--- src/rtl/pat_pkg.sv ---
package pat_pkg;
  localparam int ID_W    = 16;
  localparam int MSG_W   = 2;
  localparam int SEG_W   = 4;
  localparam int LEN_W   = 9;
  localparam int MAX_LEN = 256;
  localparam int CNT_W   = 16;
  localparam int ADDR_W  = 8;
  localparam int DATA_W  = 16;
  localparam int NSLOT   = 1 << MSG_W;

  localparam logic [ADDR_W-1:0] A_PRIM = 8'h80;
  localparam logic [ADDR_W-1:0] A_SEC  = 8'h84;
  localparam logic [ADDR_W-1:0] A_CTRL = 8'h88;
  localparam logic [ADDR_W-1:0] A_STAT = 8'h8C;
  localparam logic [ADDR_W-1:0] A_DROP = 8'h90;

  typedef struct packed {
    logic [ID_W-1:0]  dest;
    logic [MSG_W-1:0] msg;
    logic [SEG_W-1:0] seg;
    logic             last;
    logic [LEN_W-1:0] len;
  } hdr_t;
endpackage

--- src/rtl/pat_id_filter.sv ---
module pat_id_filter
  import pat_pkg::*;
(
  input  logic            take,
  input  hdr_t            hdr,
  input  logic [ID_W-1:0] prim_id,
  input  logic [ID_W-1:0] sec_id,
  input  logic            mode,
  output logic            accept,
  output logic            drop,
  output logic            len_bad
);
  logic hit_prim, hit_sec, id_ok, len_ok;

  always_comb begin
    hit_prim = (hdr.dest == prim_id);
    hit_sec  = mode && (hdr.dest == sec_id);
    id_ok    = hit_prim || hit_sec;
    len_ok   = ({1'b0, hdr.len} <= (LEN_W+1)'(MAX_LEN));
    accept   = take && id_ok && len_ok;
    drop     = take && !(id_ok && len_ok);
    len_bad  = take && !len_ok;
  end
endmodule

--- src/rtl/pat_msg_tracker.sv ---
module pat_msg_tracker
  import pat_pkg::*;
(
  input  logic             clk,
  input  logic             rst_n,
  input  logic             acc,
  input  logic [MSG_W-1:0] msg,
  input  logic [SEG_W-1:0] seg,
  input  logic             last,
  output logic             done,
  output logic             seq_err
);
  localparam logic [SEG_W-1:0] SEG_MAX = {SEG_W{1'b1}};

  logic [SEG_W-1:0] exp_q [NSLOT];
  logic             in_order, bad;

  always_comb begin
    in_order = (seg == exp_q[msg]);
    bad      = !in_order || (seg == SEG_MAX && !last);
    done     = acc && in_order && last;
    seq_err  = acc && bad;
  end

  for (genvar s = 0; s < NSLOT; s++) begin : g_slot
    logic hit;
    assign hit = acc && (msg == MSG_W'(s));
    always_ff @(posedge clk) begin
      if (!rst_n)
        exp_q[s] <= '0;
      else if (hit) begin
        if (bad || last) exp_q[s] <= '0;
        else             exp_q[s] <= seg + 1'b1;
      end
    end
  end
endmodule

--- src/rtl/pat_csr.sv ---
module pat_csr
  import pat_pkg::*;
(
  input  logic              clk,
  input  logic              rst_n,
  input  logic              reg_we,
  input  logic [ADDR_W-1:0] reg_addr,
  input  logic [DATA_W-1:0] reg_wdata,
  output logic [DATA_W-1:0] reg_rdata,
  input  logic              drop,
  input  logic              len_bad,
  input  logic              done,
  input  logic              seq_err,
  output logic [ID_W-1:0]   prim_id,
  output logic [ID_W-1:0]   sec_id,
  output logic              mode,
  output logic [CNT_W-1:0]  drop_cnt,
  output logic              pend
);
  logic lerr_q, serr_q;
  logic wr_stat;

  assign wr_stat = reg_we && (reg_addr == A_STAT);

  always_ff @(posedge clk) begin
    if (!rst_n) begin
      prim_id <= '1;
      sec_id  <= '1;
      mode    <= 1'b0;
    end else if (reg_we) begin
      if (reg_addr == A_PRIM) prim_id <= reg_wdata[ID_W-1:0];
      if (reg_addr == A_SEC)  sec_id  <= reg_wdata[ID_W-1:0];
      if (reg_addr == A_CTRL) mode    <= reg_wdata[0];
    end
  end

  always_ff @(posedge clk) begin
    if (!rst_n)
      drop_cnt <= '0;
    else if (drop && drop_cnt != {CNT_W{1'b1}})
      drop_cnt <= drop_cnt + 1'b1;
  end

  // set has priority over the write-one clear
  always_ff @(posedge clk) begin
    if (!rst_n) begin
      pend   <= 1'b0;
      lerr_q <= 1'b0;
      serr_q <= 1'b0;
    end else begin
      if (done)                         pend <= 1'b1;
      else if (wr_stat && reg_wdata[0]) pend <= 1'b0;
      if (len_bad)                      lerr_q <= 1'b1;
      else if (wr_stat && reg_wdata[1]) lerr_q <= 1'b0;
      if (seq_err)                      serr_q <= 1'b1;
      else if (wr_stat && reg_wdata[2]) serr_q <= 1'b0;
    end
  end

  always_comb begin
    reg_rdata = '0;
    case (reg_addr)
      A_PRIM:  reg_rdata = DATA_W'(prim_id);
      A_SEC:   reg_rdata = DATA_W'(sec_id);
      A_CTRL:  reg_rdata = DATA_W'(mode);
      A_STAT:  reg_rdata = DATA_W'({serr_q, lerr_q, pend});
      A_DROP:  reg_rdata = DATA_W'(drop_cnt);
      default: reg_rdata = '0;
    endcase
  end
endmodule

--- src/rtl/pkt_accept_tracker.sv ---
module pkt_accept_tracker
  import pat_pkg::*;
(
  input  logic              clk,
  input  logic              rst_n,
  input  logic              hdr_valid,
  output logic              hdr_ready,
  input  logic [ID_W-1:0]   hdr_dest,
  input  logic [MSG_W-1:0]  hdr_msg,
  input  logic [SEG_W-1:0]  hdr_seg,
  input  logic              hdr_last,
  input  logic [LEN_W-1:0]  hdr_len,
  input  logic              reg_we,
  input  logic [ADDR_W-1:0] reg_addr,
  input  logic [DATA_W-1:0] reg_wdata,
  output logic [DATA_W-1:0] reg_rdata,
  output logic              dma_req,
  output logic [MSG_W-1:0]  dma_msg,
  output logic [LEN_W-1:0]  dma_len,
  output logic              irq
);
  hdr_t             hdr;
  logic             take, accept, drop, len_bad, done, seq_err, mode, pend;
  logic [ID_W-1:0]  prim_id, sec_id;
  logic [CNT_W-1:0] drop_cnt;

  assign hdr_ready = 1'b1;
  assign take      = hdr_valid && hdr_ready;
  assign hdr       = '{dest: hdr_dest, msg: hdr_msg, seg: hdr_seg,
                       last: hdr_last, len: hdr_len};

  pat_id_filter u_filt (
    .take(take), .hdr(hdr), .prim_id(prim_id), .sec_id(sec_id),
    .mode(mode), .accept(accept), .drop(drop), .len_bad(len_bad)
  );

  pat_msg_tracker u_trk (
    .clk(clk), .rst_n(rst_n), .acc(accept), .msg(hdr.msg),
    .seg(hdr.seg), .last(hdr.last), .done(done), .seq_err(seq_err)
  );

  pat_csr u_csr (
    .clk(clk), .rst_n(rst_n), .reg_we(reg_we), .reg_addr(reg_addr),
    .reg_wdata(reg_wdata), .reg_rdata(reg_rdata), .drop(drop),
    .len_bad(len_bad), .done(done), .seq_err(seq_err),
    .prim_id(prim_id), .sec_id(sec_id), .mode(mode),
    .drop_cnt(drop_cnt), .pend(pend)
  );

  always_ff @(posedge clk) begin
    if (!rst_n) begin
      dma_req <= 1'b0;
      dma_msg <= '0;
      dma_len <= '0;
    end else begin
      dma_req <= accept;
      if (accept) begin
        dma_msg <= hdr.msg;
        dma_len <= hdr.len;
      end
    end
  end

  assign irq = pend;
endmodule

--- config.mk ---
export PLATFORM = sky130hd
export DESIGN_NAME = pkt_accept_tracker
export DESIGN_NICKNAME = d
export VERILOG_FILES = /design/src/rtl/pat_pkg.sv /design/src/rtl/pat_id_filter.sv /design/src/rtl/pat_msg_tracker.sv /design/src/rtl/pat_csr.sv /design/src/rtl/pkt_accept_tracker.sv
export SDC_FILE = /design/constraint.sdc
export NUM_CORES = 1
export LEC_CHECK = 0
export BUFFER_PORTS_ARGS = -buffer_cell sky130_fd_sc_hd__buf_2
export CORE_ASPECT_RATIO = 0.75
export CORE_MARGIN = 2
export CORE_UTILIZATION = 40
export DETAILED_ROUTE_END_ITERATION = 6
export HOLD_SLACK_MARGIN = 0.12
export REMOVE_ABC_BUFFERS = 1
export SYNTH_ARGS = -nofsm -noshare
export SYNTH_HDL_FRONTEND = slang
export SYNTH_HIERARCHICAL = 1
export SYNTH_SLANG_ARGS = --single-unit
--- constraint.sdc ---
create_clock -name clk -period 2.6 [get_ports clk]
set_clock_uncertainty 0.05 [all_clocks]
set_input_delay 0.52 -clock clk [delete_from_list [all_inputs] [get_ports clk]]
set_output_delay 0.52 -clock clk [all_outputs]
set_load 0.02 [all_outputs]
==> reports/results.tsv <==
stage	metric	value	unit
layout	share of cells above drive strength 1	30.1	%
die	CORE AREA	10400	um2
worst_setup_path	Worst path max stage delay	0.60	ns
sta	Slew Limit Fails	0	
yosys	Synth warnings	6	
worst_setup_path	Critical Path, Cell by Cell	buf_6, or4b_4, nor4b_4, buf_6, a221o_1, buf_6	
layout	Area Growth Syn to Fin	29.5	%
placed_design	input/output buffers	88	
die	Rows	32	
worst_setup_path	Worst Setup End Kind	primary output	
die	Die Wd	124	um
yosys	Cell Area, Synth	4310	um2
sta	fmax	371	MHz
grt	Total GRT Usage	21.2	%
clock_tree	Clk pin slew, worst setup/hold paths	0.06	ns
clock_tree	cts bufs inserted	9	
die	Initial Utilization	41.4	%
die	IO Pins	90	
layout	Register Area	1760	um2
sta	Fin Hold WS	0.372	ns
grt	vias in the first global route	3598	
layout	multi-input logic area	2410	um2
placed_design	Post-DP HPWL	8830	um
layout	n_diodes	0	
yosys	Post-synth ARST share	0	%
worst_setup_path	worst endpoint required time	2.03	ns
worst_setup_path	WS Path Type	input pin to primary output	
power	pwr dens	516	nW/um2
sta	setup repair after global routing missed its margin	yes	
clock_tree	CTS max path bufs	2	
yosys	Most used DFF post-synth	dfxtp_1	
route	Post-Route WL	12000	um
sta	setup ws final	-0.0932	ns
route	Starting DRT DRC Count	212	
die	die area	11600	um2
placed_design	gp weighted congestion	0.860	
route	via count	3789	
route	Final ANT Viol Nets	0	
power	worst vdd ir	0.000318	V
worst_setup_path	Worst EP arrival	2.12	ns
sta	final hold vios	0	
clock_tree	Root Buffer	clkbuf_16	
sta	fin crit period	2.69	ns
power	total power	0.00288	W
worst_setup_path	Worst setup SP type	input pin	
route	DR DRC count	0	
clock_tree	H-tree depth	3	
clock_tree	CTS tree	built	
job	max-cap violations	0	
yosys	Mapped Avg Cell Area	9.96	um2
worst_setup_path	cell mode on critical path	buf_6	
route	WL per Instance	17.5	um
worst_setup_path	critical path fanouts, max	8	
grt	pin count of the biggest net entering global routing	32	
yosys	flops & latches, synth	80	
sta	Slew HR	40.8	%
clock_tree	clk_lat worst skew	0.34	ns
yosys	synth unique cells	55	
clock_tree	postcts setup bufs	0	
clock_tree	Sinks on Clock Net	80	
worst_setup_path	Worst R2R Setup Slack	0.17	ns
yosys	Mapped Cells	433	
worst_setup_path	CP delay by family, top	simple AND/OR/NAND/NOR gates	
route	1st-pass router iterations	7	
worst_setup_path	CP max-delay cell	or4b_4	
sta	setup violators final	16	
status	violations in the final reports	negative setup slack	
sta	Worst-Margin Slew	0.881	ns
yosys	Post-synth EDFFs	16	
route	vias per cell	5.53	
worst_setup_path	Crit path buffers/inverters	3	
min_path	path type of the worst min-delay path	input pin to register	
layout	Net count, final	606	
sta	Tcrit/Tclk final	104	%
grt	global route overflow	0	
grt	initial antenna violation count	0	
layout	Fill cells	952	
placed_design	Post-Place Cells	669	
power	Leak	2.15	nW
yosys	Seq/Total Area, Yosys	40.8	%
grt	global-route wire length before repair	18600	um
die	die height	93.9	um
status	run status	complete, but fails checks	
layout	fin cells	685	
[layer usage]
metal / global-route usage, % / vias up / wire length [um]
li1: - / 1819 / -
met1: 32.3 / 1794 / 5950
met2: 29.9 / 164 / 4870
met3: 4.73 / 12 / 1050
met4: 5.62 / 0 / 122
met5: 0 / - / 0
[tightest hold or removal path, delay by kind of cell]
kind,cells,cell delay [ns]
buffers and inverters,1,0.09
AND/OR/NAND/NOR,1,0.06
multiplexers,1,0.06
[synth_stat cells, drive strengths merged, types with 2 or more instances]
master | number | area, um2
o21a | 2 | 15.0
mux4 | 4 | 101
nor3 | 15 | 115
inv | 16 | 60.1
o31ai | 2 | 15.0
o21ai | 8 | 43.8
nand3 | 12 | 60.1
clkbuf | 11 | 41.3
a21oi | 9 | 45.0
nor4 | 20 | 176
and2 | 3 | 20.0
nor2 | 18 | 67.6
nand2b | 8 | 50.1
buf | 10 | 92.6
o311ai | 3 | 26.3
or4 | 5 | 41.3
and4 | 3 | 26.3
edfxtp | 16 | 480
dfxtp | 64 | 1280
and3 | 2 | 12.5
o41ai | 4 | 35.0
nand4 | 10 | 77.6
or2 | 2 | 12.5
a222oi | 13 | 130
nor2b | 13 | 81.3
nor3b | 3 | 22.5
nand2 | 54 | 203
ha | 2 | 25.0
xor2 | 18 | 158
mux2i | 45 | 450
xnor2 | 23 | 209
a221o | 3 | 30.0
[final cells by class]
type / instances / area share [%]
well taps: 136 / 3.05
clock buffers: 14 / 5.11
flip-flops and latches: 80 / 31.5
multi-input cells: 316 / 43.2
inverters: 16 / 1.08
clock inverters: 2 / 0.627
repair buffers: 121 / 15.4
[placed cells by master, fill, tap and decap left out, types with 5 or more instances in the layout]
master | Yosys | final
nor3_2 | 8 | 8
a21oi_1 | 9 | 9
nand2b_1 | 8 | 8
edfxtp_1 | 16 | 16
clkbuf_16 | 0 | 10
xnor2_1 | 22 | 22
buf_6 | 6 | 21
xor2_1 | 18 | 17
mux2i_1 | 45 | 45
nor2b_1 | 13 | 13
nor2_1 | 18 | 17
a222oi_1 | 13 | 13
inv_1 | 16 | 16
nand4_1 | 9 | 9
nand2_1 | 54 | 53
dfxtp_1 | 64 | 64
nand3_1 | 12 | 12
nor3_1 | 7 | 7
buf_2 | 2 | 71
nor4_1 | 16 | 14
nor4_4 | 3 | 5
buf_4 | 2 | 25
o21ai_0 | 7 | 7
[sequential cells by signal (all words and copies together) (netlist names), 2 cells and up]
signal,cells
u_csr/drop_cnt,16
u_csr/prim_id,16
u_csr/sec_id,16
u_trk/exp_q,16
dma_len,9
dma_msg,2
[final timing paths]
path	start	to	cells past startpoint
setup / recovery	reg_addr[1]	reg_rdata[1]	6
hold / removal	reg_wdata[5]	u_csr/prim_id[5]	3
setup reg to reg	u_csr/sec_id[0]	u_csr/drop_cnt[5]	9
hold reg to reg	dma_msg[0]	dma_msg[0]	2
[cell families after synthesis]
| kind of cell | after synthesis | synth area share (%) |
|---|---|---|
| compound gates | 50 | 9.05 |
| xor+xnor | 41 | 8.50 |
| fa+ha+maj | 2 | 0.580 |
| buf+inv | 37 | 4.50 |
| flops | 80 | 40.8 |
| mux | 50 | 13.1 |
| other cells | 1 | 0.0869 |
| simple gates | 172 | 23.4 |
[power breakdown]
part | leakage [nW] | switching, W | total (W) | internal, W
Sequential | 0.683 | 0.00000777 | 0.00128 | 0.00128
Clock | 0.158 | 0.000488 | 0.00134 | 0.000854
Combinational | 1.31 | 0.000146 | 0.000258 | 0.000112
[repair_timing]
item,4_1_cts,5_1_grt
setup endpoints to repair,16,23
pin swaps,17,3
hold buffers,0,0
gates resized for setup,41,3
[metrics by stage]
stage                     TNS (ns)  worst slack, ns  utilization, %  instance area [um2]
after floorplan             -31.76            -1.03               -                 4180
after global placement       -9.66           -0.249            49.0                 5100
after detailed placement     -9.77           -0.223            49.0                 5100
after CTS                   -0.309          -0.0567            53.5                 5570
after global routing         -1.42           -0.110            53.7                 5590
final                       -0.578          -0.0932            53.7                 5590
No activity file was read; power rests on OpenSTA's default activity.
